`config.mk`:
```
export PLATFORM = sky130hd
export DESIGN_NAME = pci_irq_router
export DESIGN_NICKNAME = d
export VERILOG_FILES = /design/src/rtl/irq_rtr_pkg.sv /design/src/rtl/irq_pin_swizzle.sv /design/src/rtl/irq_line_router.sv /design/src/rtl/irq_ack_port.sv /design/src/rtl/pci_irq_router.sv
export SDC_FILE = /design/constraint.sdc
export NUM_CORES = 1
export LEC_CHECK = 0
export ABC_AREA = 1
export BUFFER_PORTS_ARGS = -buffer_cell sky130_fd_sc_hd__buf_2
export CORE_ASPECT_RATIO = 1.1
export CORE_UTILIZATION = 33
export DETAILED_ROUTE_END_ITERATION = 10
export PLACE_DENSITY = 0.85
export SKIP_LAST_GASP = 1
export SLEW_MARGIN = 25
export SYNTH_ARGS = -nofsm -noshare
export SYNTH_HDL_FRONTEND = slang
export SYNTH_SLANG_ARGS = --single-unit
```
`constraint.sdc`:
```
create_clock -name clk -period 1.3 [get_ports clk]
set_clock_uncertainty 0.2 [all_clocks]
set_input_delay 0 -clock clk [delete_from_list [all_inputs] [get_ports clk]]
set_output_delay 0 -clock clk [all_outputs]
set_load 0.02 [all_outputs]
```
`src/rtl/irq_rtr_pkg.sv`:
```
// Package: shared constants and access-size encoding for the interrupt router.
// Assumes: conventional PCI with four interrupt pins per device.
package irq_rtr_pkg;
    localparam int NUM_PINS      = 4;  // interrupt pins A..D per device
    localparam int SWIZZLE_LINES = 2;  // bus lines the swizzle folds onto
    localparam int DEVNUM_W      = 5;  // device number width
    localparam int LINE_IDX_W    = $clog2(NUM_PINS);

    typedef enum logic [1:0] {
        SZ_BYTE = 2'd0,
        SZ_HALF = 2'd1,
        SZ_WORD = 2'd2,
        SZ_RSVD = 2'd3
    } access_size_e;
endpackage

```
`src/rtl/irq_pin_swizzle.sv`:
```
// Module: irq_pin_swizzle
// Maps the four interrupt pins of one device onto bus lines using
// (pin index + device number) mod SWIZZLE_LINES. Purely combinational.
// Assumes: pins are level-sensitive and already synchronous to clk.
module irq_pin_swizzle
    import irq_rtr_pkg::*;
(
    input  logic [NUM_PINS-1:0] pins,
    input  logic [DEVNUM_W-1:0] dev_num,
    output logic [NUM_PINS-1:0] lines
);

    // Selects the bus line index for a pin of this device.
    function automatic logic [LINE_IDX_W-1:0] line_of(input int pin_idx,
                                                      input logic [DEVNUM_W-1:0] dn);
        int sum;
        sum = (pin_idx + int'(dn)) % SWIZZLE_LINES;
        return LINE_IDX_W'(sum);
    endfunction

    // Scatters each asserted pin onto its mapped bus line.
    always_comb begin
        lines = '0;
        for (int p = 0; p < NUM_PINS; p++) begin
            if (pins[p]) begin
                lines[line_of(p, dev_num)] = 1'b1;
            end
        end
    end

endmodule

```
`src/rtl/irq_line_router.sv`:
```
// Module: irq_line_router
// ORs the per-device bus line vectors into the four bus lines and, per
// the mode strap, drives either the separate host outputs or the single
// shared output. Outputs are registered.
// Assumes: synchronous active-low reset; mode strap is static or glitch-free.
module irq_line_router
    import irq_rtr_pkg::*;
#(
    parameter int NUM_DEV = 4
) (
    input  logic                        clk,
    input  logic                        rst_n,
    input  logic                        legacy_mode,
    input  logic [NUM_DEV*NUM_PINS-1:0] dev_lines,
    output logic [NUM_PINS-1:0]         host_lines,
    output logic                        shared_irq
);

    logic [NUM_PINS-1:0] merged;
    logic [NUM_PINS-1:0] host_nxt;
    logic                shared_nxt;

    // Level-ORs every device's contribution to each bus line.
    always_comb begin
        merged = '0;
        for (int d = 0; d < NUM_DEV; d++) begin
            merged = merged | dev_lines[d*NUM_PINS +: NUM_PINS];
        end
    end

    // Picks separate lines or the shared output from the mode strap.
    always_comb begin
        if (legacy_mode) begin
            host_nxt   = merged;
            shared_nxt = 1'b0;
        end else begin
            host_nxt   = '0;
            shared_nxt = |merged;
        end
    end

    // Registers the host outputs.
    always_ff @(posedge clk) begin
        if (!rst_n) begin
            host_lines <= '0;
            shared_irq <= 1'b0;
        end else begin
            host_lines <= host_nxt;
            shared_irq <= shared_nxt;
        end
    end

    AST_SHARED_WHEN_ANY: assert property (@(posedge clk) disable iff (!rst_n)
        (!legacy_mode && (|dev_lines)) |=> shared_irq);
    AST_MODE_EXCLUSIVE: assert property (@(posedge clk) disable iff (!rst_n)
        !(shared_irq && (|host_lines)));
    AST_UPPER_LINES_IDLE: assert property (@(posedge clk) disable iff (!rst_n)
        host_lines[NUM_PINS-1:SWIZZLE_LINES] == '0);
    AST_LEGACY_NO_SHARED: assert property (@(posedge clk) disable iff (!rst_n)
        legacy_mode |=> !shared_irq);

endmodule

```
`src/rtl/irq_ack_port.sv`:
```
// Module: irq_ack_port
// Decodes the one-byte acknowledge register. A byte read returns the
// controller's vector and pulses the acknowledge for one cycle; writes
// complete without effect; wider accesses are answered with an error.
// Assumes: one access per cycle, response in the following cycle.
module irq_ack_port
    import irq_rtr_pkg::*;
#(
    parameter int              ADDR_W   = 32,
    parameter int              VEC_W    = 8,
    parameter logic [ADDR_W-1:0] ACK_ADDR = 32'hBFFF_FFF0
) (
    input  logic              clk,
    input  logic              rst_n,
    input  logic              cpu_req,
    input  logic              cpu_wr,
    input  logic [ADDR_W-1:0] cpu_addr,
    input  logic [1:0]        cpu_size,
    input  logic [VEC_W-1:0]  ctl_vector,
    output logic              ctl_ack,
    output logic              rsp_valid,
    output logic              rsp_err,
    output logic [VEC_W-1:0]  rsp_data
);

    logic hit;
    logic byte_acc;
    logic take_vec;

    // Address decode and access qualification.
    always_comb begin
        hit      = cpu_req && (cpu_addr == ACK_ADDR);
        byte_acc = (cpu_size == SZ_BYTE);
        take_vec = hit && !cpu_wr && byte_acc;
    end

    // Registers the response and the acknowledge pulse.
    always_ff @(posedge clk) begin
        if (!rst_n) begin
            rsp_valid <= 1'b0;
            rsp_err   <= 1'b0;
            rsp_data  <= '0;
            ctl_ack   <= 1'b0;
        end else begin
            rsp_valid <= hit;
            rsp_err   <= hit && !byte_acc;
            rsp_data  <= take_vec ? ctl_vector : '0;
            ctl_ack   <= take_vec;
        end
    end

    AST_ACK_CLEAN_RSP: assert property (@(posedge clk) disable iff (!rst_n)
        ctl_ack |-> (rsp_valid && !rsp_err));
    AST_ACK_VECTOR: assert property (@(posedge clk) disable iff (!rst_n)
        (cpu_req && !cpu_wr && cpu_size == SZ_BYTE && cpu_addr == ACK_ADDR)
        |=> (rsp_data == $past(ctl_vector)));
    AST_WIDE_REJECT: assert property (@(posedge clk) disable iff (!rst_n)
        (cpu_req && cpu_addr == ACK_ADDR && cpu_size != SZ_BYTE)
        |=> (rsp_err && !ctl_ack));
    AST_WRITE_NO_ACK: assert property (@(posedge clk) disable iff (!rst_n)
        (cpu_req && cpu_wr) |=> !ctl_ack);
    AST_MISS_SILENT: assert property (@(posedge clk) disable iff (!rst_n)
        (!cpu_req || cpu_addr != ACK_ADDR) |=> (!rsp_valid && !ctl_ack));

endmodule

```
`src/rtl/pci_irq_router.sv`:
```
// Module: pci_irq_router (top)
// Swizzles device interrupt pins onto bus lines, routes them to separate
// or shared host outputs, and provides the interrupt acknowledge register.
// Assumes: synchronous active-low reset; all inputs synchronous to clk.
module pci_irq_router
    import irq_rtr_pkg::*;
#(
    parameter int              NUM_DEV  = 4,
    parameter int              ADDR_W   = 32,
    parameter int              VEC_W    = 8,
    parameter logic [ADDR_W-1:0] ACK_ADDR = 32'hBFFF_FFF0
) (
    input  logic                        clk,
    input  logic                        rst_n,
    input  logic                        legacy_mode,
    input  logic [NUM_DEV*NUM_PINS-1:0] dev_pins,
    input  logic [NUM_DEV*DEVNUM_W-1:0] dev_nums,
    input  logic [VEC_W-1:0]            ctl_vector,
    output logic                        ctl_ack,
    input  logic                        cpu_req,
    input  logic                        cpu_wr,
    input  logic [ADDR_W-1:0]           cpu_addr,
    input  logic [1:0]                  cpu_size,
    output logic                        rsp_valid,
    output logic                        rsp_err,
    output logic [VEC_W-1:0]            rsp_data,
    output logic [NUM_PINS-1:0]         host_lines,
    output logic                        shared_irq
);

    logic [NUM_DEV*NUM_PINS-1:0] dev_lines;

    // One swizzle per device.
    for (genvar k = 0; k < NUM_DEV; k++) begin : g_dev
        irq_pin_swizzle u_swz (
            .pins    (dev_pins[k*NUM_PINS +: NUM_PINS]),
            .dev_num (dev_nums[k*DEVNUM_W +: DEVNUM_W]),
            .lines   (dev_lines[k*NUM_PINS +: NUM_PINS])
        );
    end

    irq_line_router #(
        .NUM_DEV (NUM_DEV)
    ) u_route (
        .clk         (clk),
        .rst_n       (rst_n),
        .legacy_mode (legacy_mode),
        .dev_lines   (dev_lines),
        .host_lines  (host_lines),
        .shared_irq  (shared_irq)
    );

    irq_ack_port #(
        .ADDR_W   (ADDR_W),
        .VEC_W    (VEC_W),
        .ACK_ADDR (ACK_ADDR)
    ) u_ack (
        .clk        (clk),
        .rst_n      (rst_n),
        .cpu_req    (cpu_req),
        .cpu_wr     (cpu_wr),
        .cpu_addr   (cpu_addr),
        .cpu_size   (cpu_size),
        .ctl_vector (ctl_vector),
        .ctl_ack    (ctl_ack),
        .rsp_valid  (rsp_valid),
        .rsp_err    (rsp_err),
        .rsp_data   (rsp_data)
    );

endmodule

```
# == Word-level counts from Yosys, hierarchy flattened ==
# Index checks and enable logic that the tools add are counted.
# totals
output_inout_bits,16
register_bits,16
# op_classes
order_cmp,32
n_reduce_logical,27
add_sub_neg,12
bitwise_logic,28
n_mux,48
eq_ne,1
# ops
operator,count
OR 4 bit,15
two-way mux 4 bit,12
< comparator 2 x 3 -> 1 bit (second input constant),12
== test 32 bit (second input constant),1
demux 1 bit (select 2 bit),12
greater-or-equal comparator 2 x 1 -> 1 bit (second input constant),12
logical AND 1 bit,20
two-way mux 1 bit,16
adder 1 bit (first input constant),12
bitwise AND 1 bit (first input constant),12
< comparator 1 x 3 -> 1 bit (second input constant),4
two-way mux 2 bit,4
demux 1 bit (select 1 bit),4
greater-or-equal comparator 1 bit (second input constant),4
AND reduction 2 bit,2
OR reduction 4 bit,1
zero test 1 bit,2
zero test 2 bit,1
OR reduction 2 bit,1
NOT 1 bit,1

# == Logic depth before layout (Yosys ltp) ==
# logic_depth
ltp_word,16
mapped_depth,8
ltp_nobuf,8

# == By module ==
# Synthesis repeated with hierarchy kept, for this count alone.
# unflattened
hier_cells,131
area_unflattened_um2,840.8
# by_module_without_submodules
mod,seq_area_each_um2,area_per_inst_um2,cells_each,instances
irq_ack_port,220.2,451.7,64,1
irq_pin_swizzle,0.0,50.0,10,4
irq_line_router,100.1,188.9,27,1

# == Least setup slack after synthesis ==
# Ideal clock, no wire load.
# synth_path
kind,input to register
startpoint,in cpu_addr[6]
endpoint,reg u_ack.rsp_data[0]
t_arrival_ns,0.573
path_stages,6
slack_ns,0.460
setup_time_ns,0.067
t_required_ns,1.033
cell_sequence,nand2_1 > nor2_1 > nand2_1 > nor2_2 > nand4_4 > nor2_1
# synth_via
elab_chain_cells,5
# synth_rtl
item,line_no,text
"start, declared",pci_irq_router.sv:22,"input logic [ADDR_W-1:0] cpu_addr,"
== test 32 bit,irq_ack_port.sv:32,hit = cpu_req && (cpu_addr == ACK_ADDR);
logical AND 1 bit,irq_ack_port.sv:32,
logical AND 1 bit (2 in series),irq_ack_port.sv:34,take_vec = hit && !cpu_wr && byte_acc;
AND reduction 2 bit (no source line),--,
"end signal, assigned",irq_ack_port.sv:47,rsp_data <= take_vec ? ctl_vector : '0;
"end, declared",irq_ack_port.sv:23,output logic [VEC_W-1:0] rsp_data
# No other way between the ends.
# A chain may end at the register's enable or synchronous reset.

# == Final worst setup path ==
# layout_path
startpoint,in cpu_addr[0]
endpoint,reg u_ack.ctl_ack
# layout_via
elab_chain_cells,4
# layout_rtl
item,line_no,text
== test 32 bit,irq_ack_port.sv:32,
logical AND 1 bit,irq_ack_port.sv:32,
logical AND 1 bit (2 in series),irq_ack_port.sv:34,
"end signal, assigned",irq_ack_port.sv:48,ctl_ack <= take_vec;
"end, declared",irq_ack_port.sv:20,"output logic ctl_ack,"
# No other way between the ends.

==> results.json <==
{
  "criticalPathCategory": "in -> reg",
  "grt_max_degree": 10,
  "die_h_um": 51.6,
  "grt_pass1_wl_um": 2820,
  "drv_slew": 0,
  "synth_edf_count": 0,
  "htree_num_levels": 1,
  "required_ns": 1.31,
  "vdd_drop_max_mv": 0.700,
  "start_util": 0.358,
  "ys_top_cells_by_area": "dfxtp_1 38%, nand2_1 18%, nor2_1 12%, inv_1 11%, o21ai_0 6.8%",
  "synthTopCellsByCount": "35 x nand2_1, 24 x nor2_1, 22 x inv_1, 14 x dfxtp_1, 10 x o21ai_0",
  "cap_violations": 0,
  "placedCellCount": 227,
  "area_delta_synth_final_pct": 86.8,
  "placed_cell_area_um2": 1160,
  "ant_nets": 0,
  "numCtsBuffers": 3,
  "vias": 1057,
  "dp_slack_ns": 0.242,
  "synth-seq-cells": 14,
  "dieWidth_um": 47.1,
  "p_leak_nw": 0.857,
  "layout-drive-gt1-share": 0.443,
  "core-area_um2": 2060,
  "finalSetupViolCount": 0,
  "track_usage": 0.159,
  "synth_cells": 120,
  "synth_most_common_cell": "nand2_1",
  "synth-seq-area-share": 0.380,
  "seqCellArea_um2": 280,
  "critPathCaptureType": "flop",
  "yosysWarnings": 0,
  "fin_nets": 303,
  "n_antenna_cell": 0,
  "fin_setup_tns_ns": 0,
  "power.total_mw": 0.941,
  "avgSynthCellArea_um2": 6.15,
  "synth-main-ff-cell": "dfxtp_1",
  "io_pins": 99,
  "wl_per_cell_um": 8.13,
  "drc": 0,
  "timing.final.crit_share": 0.933,
  "cts-hold-fix-buffers": 15,
  "synth_cell_type_count": 14,
  "hold_ws_ns": -0.225,
  "grt_pass1_vias": 865,
  "dpl.hpwl_um": 1550,
  "final-hold-violation-count": 13,
  "n_fill_cell": 208,
  "worstSetupStartpointType": "input pin",
  "period_minus_slack_ns": 1.21,
  "gr-total-overflow": 0,
  "antenna_found_initial": 0,
  "max_freq_mhz": 824,
  "syn_area_um2": 738,
  "rows": 17,
  "clkSinkCount": 14,
  "cts_root_buf": "clkbuf_4",
  "port-buffer-count": 80,
  "vias_per_cell": 4.28,
  "hold_path_depth": 3,
  "async_flop_share": 0,
  "powerDensity_nw_per_um2": 683,
  "min_from": "rst_n",
  "first_pass_iters": 4,
  "worst_slack_ns": 0.0867,
  "rsz0062_at_grt": "false",
  "worstPathArrival_ns": 1.23,
  "synth_top_area_frac": 0.380,
  "cts_tree": "built",
  "final_core_util": 0.668,
  "status": "finished with violations",
  "wirelength_um": 2010,
  "final_cell_area_um2": 1380,
  "multi_input_area_um2": 402,
  "die-area_um2": 2430,
  "clk_path_buf_depth": 2,
  "worstPathMaxFanout": 5,
  "final_cells": 247,
  "initialDrtViolationCount": 6,
  "gp_congestion": 0.688,
  "min_to": "u_route.shared_irq",
  "yosys.area.top_type": "dfxtp_1",
  "clkTransAtPathRegs_ns": 0.07,
  "min_path_type": "in -> reg",
  "violations": "hold timing"
}
## state kept, by name, indices dropped and copies added (netlist names)
name and flops:
u_ack.rsp_data 8, u_ack.rsp_valid 1, u_route.host_lines 2, u_route.shared_irq 1
u_ack.rsp_err 1, u_ack.ctl_ack 1
## worst max-delay path, cell delays in order
cell and delay [ns]:
buf_2 0.10, nor2_2 0.09, nand3b_1 0.12, nor2_4 0.17
nand4_4 0.12, inv_1 0.08, dlygate4sd3_1 0.54
## power breakdown
group          switching [mW]  internal [mW]  total [mW]
registers            0.000913          0.433       0.434
clock network           0.124          0.170       0.294
logic                  0.0925          0.120       0.213
total                   0.217          0.724       0.941
## what timing repair did
action                                 4_1_cts  5_1_grt
buffers inserted                             0        4
endpoints found under the hold margin       14       11
gates resized for setup                      0        7
setup endpoints to repair                    0        5
## cells in the final DEF, fill, tap and decap left out
master	synthesis	final
nand2_1	35	35
o21ai_0	10	10
nand4_2	0	1
buf_2	0	80
nand3b_1	1	1
nand4_1	1	1
inv_1	22	22
dlymetal6s4s_1	0	1
nor2_4	0	3
nand3_1	2	2
clkbuf_8	0	1
conb_1	1	2
nor2_1	24	22
nor2_2	4	3
buf_4	2	4
a21oi_1	2	2
nand4_4	1	1
dlygate4sd3_1	0	10
nor3_2	0	1
clkbuf_4	0	3
dfxtp_1	14	14
## cell type report
class | instances | share of cell area
clock buffer | 4 | 0.0263
sequential | 14 | 0.203
inverter | 22 | 0.0599
tap | 28 | 0.0254
multi-input combinational | 84 | 0.291
timing repair buffer | 95 | 0.394
## routing by layer
metal,vias to the layer above,routed length [µm],track usage
li1,558,-,-
met1,442,639,0.113
met2,55,1130,0.338
met3,2,218,0.0521
met4,0,23,0.0667
met5,-,0,0
## worst max path at each step
| stage | start | endpoint | slack (ns) | cells after the start |
|---|---|---|---|---|
| finish | cpu_addr[0] | u_ack.ctl_ack | 0.09 | 7 |
| global route | cpu_addr[10] | u_ack.ctl_ack | 0.02 | 8 |
| detailed placement | cpu_wr | u_ack.rsp_data[5] | 0.24 | 4 |
| floorplan | cpu_addr[6] | u_ack.rsp_data[0] | 0.46 | 6 |
| CTS | ctl_vector[2] | u_ack.rsp_data[2] | 0.01 | 5 |
| global placement | cpu_addr[0] | u_ack.rsp_data[1] | 0.27 | 6 |
## logic make-up (layout without fill, tap and decap cells)
group                  count (synthesis)  after routing  share of synthesized area
other                                  1              2                    0.00508
flip-flops                            14             14                      0.380
AND/OR/NAND/NOR                       69             70                      0.402
AO/OA/AOI/OAI                         12             12                     0.0814
buffers and inverters                 24            121                      0.132
Power figures use the tool's default switching activity.
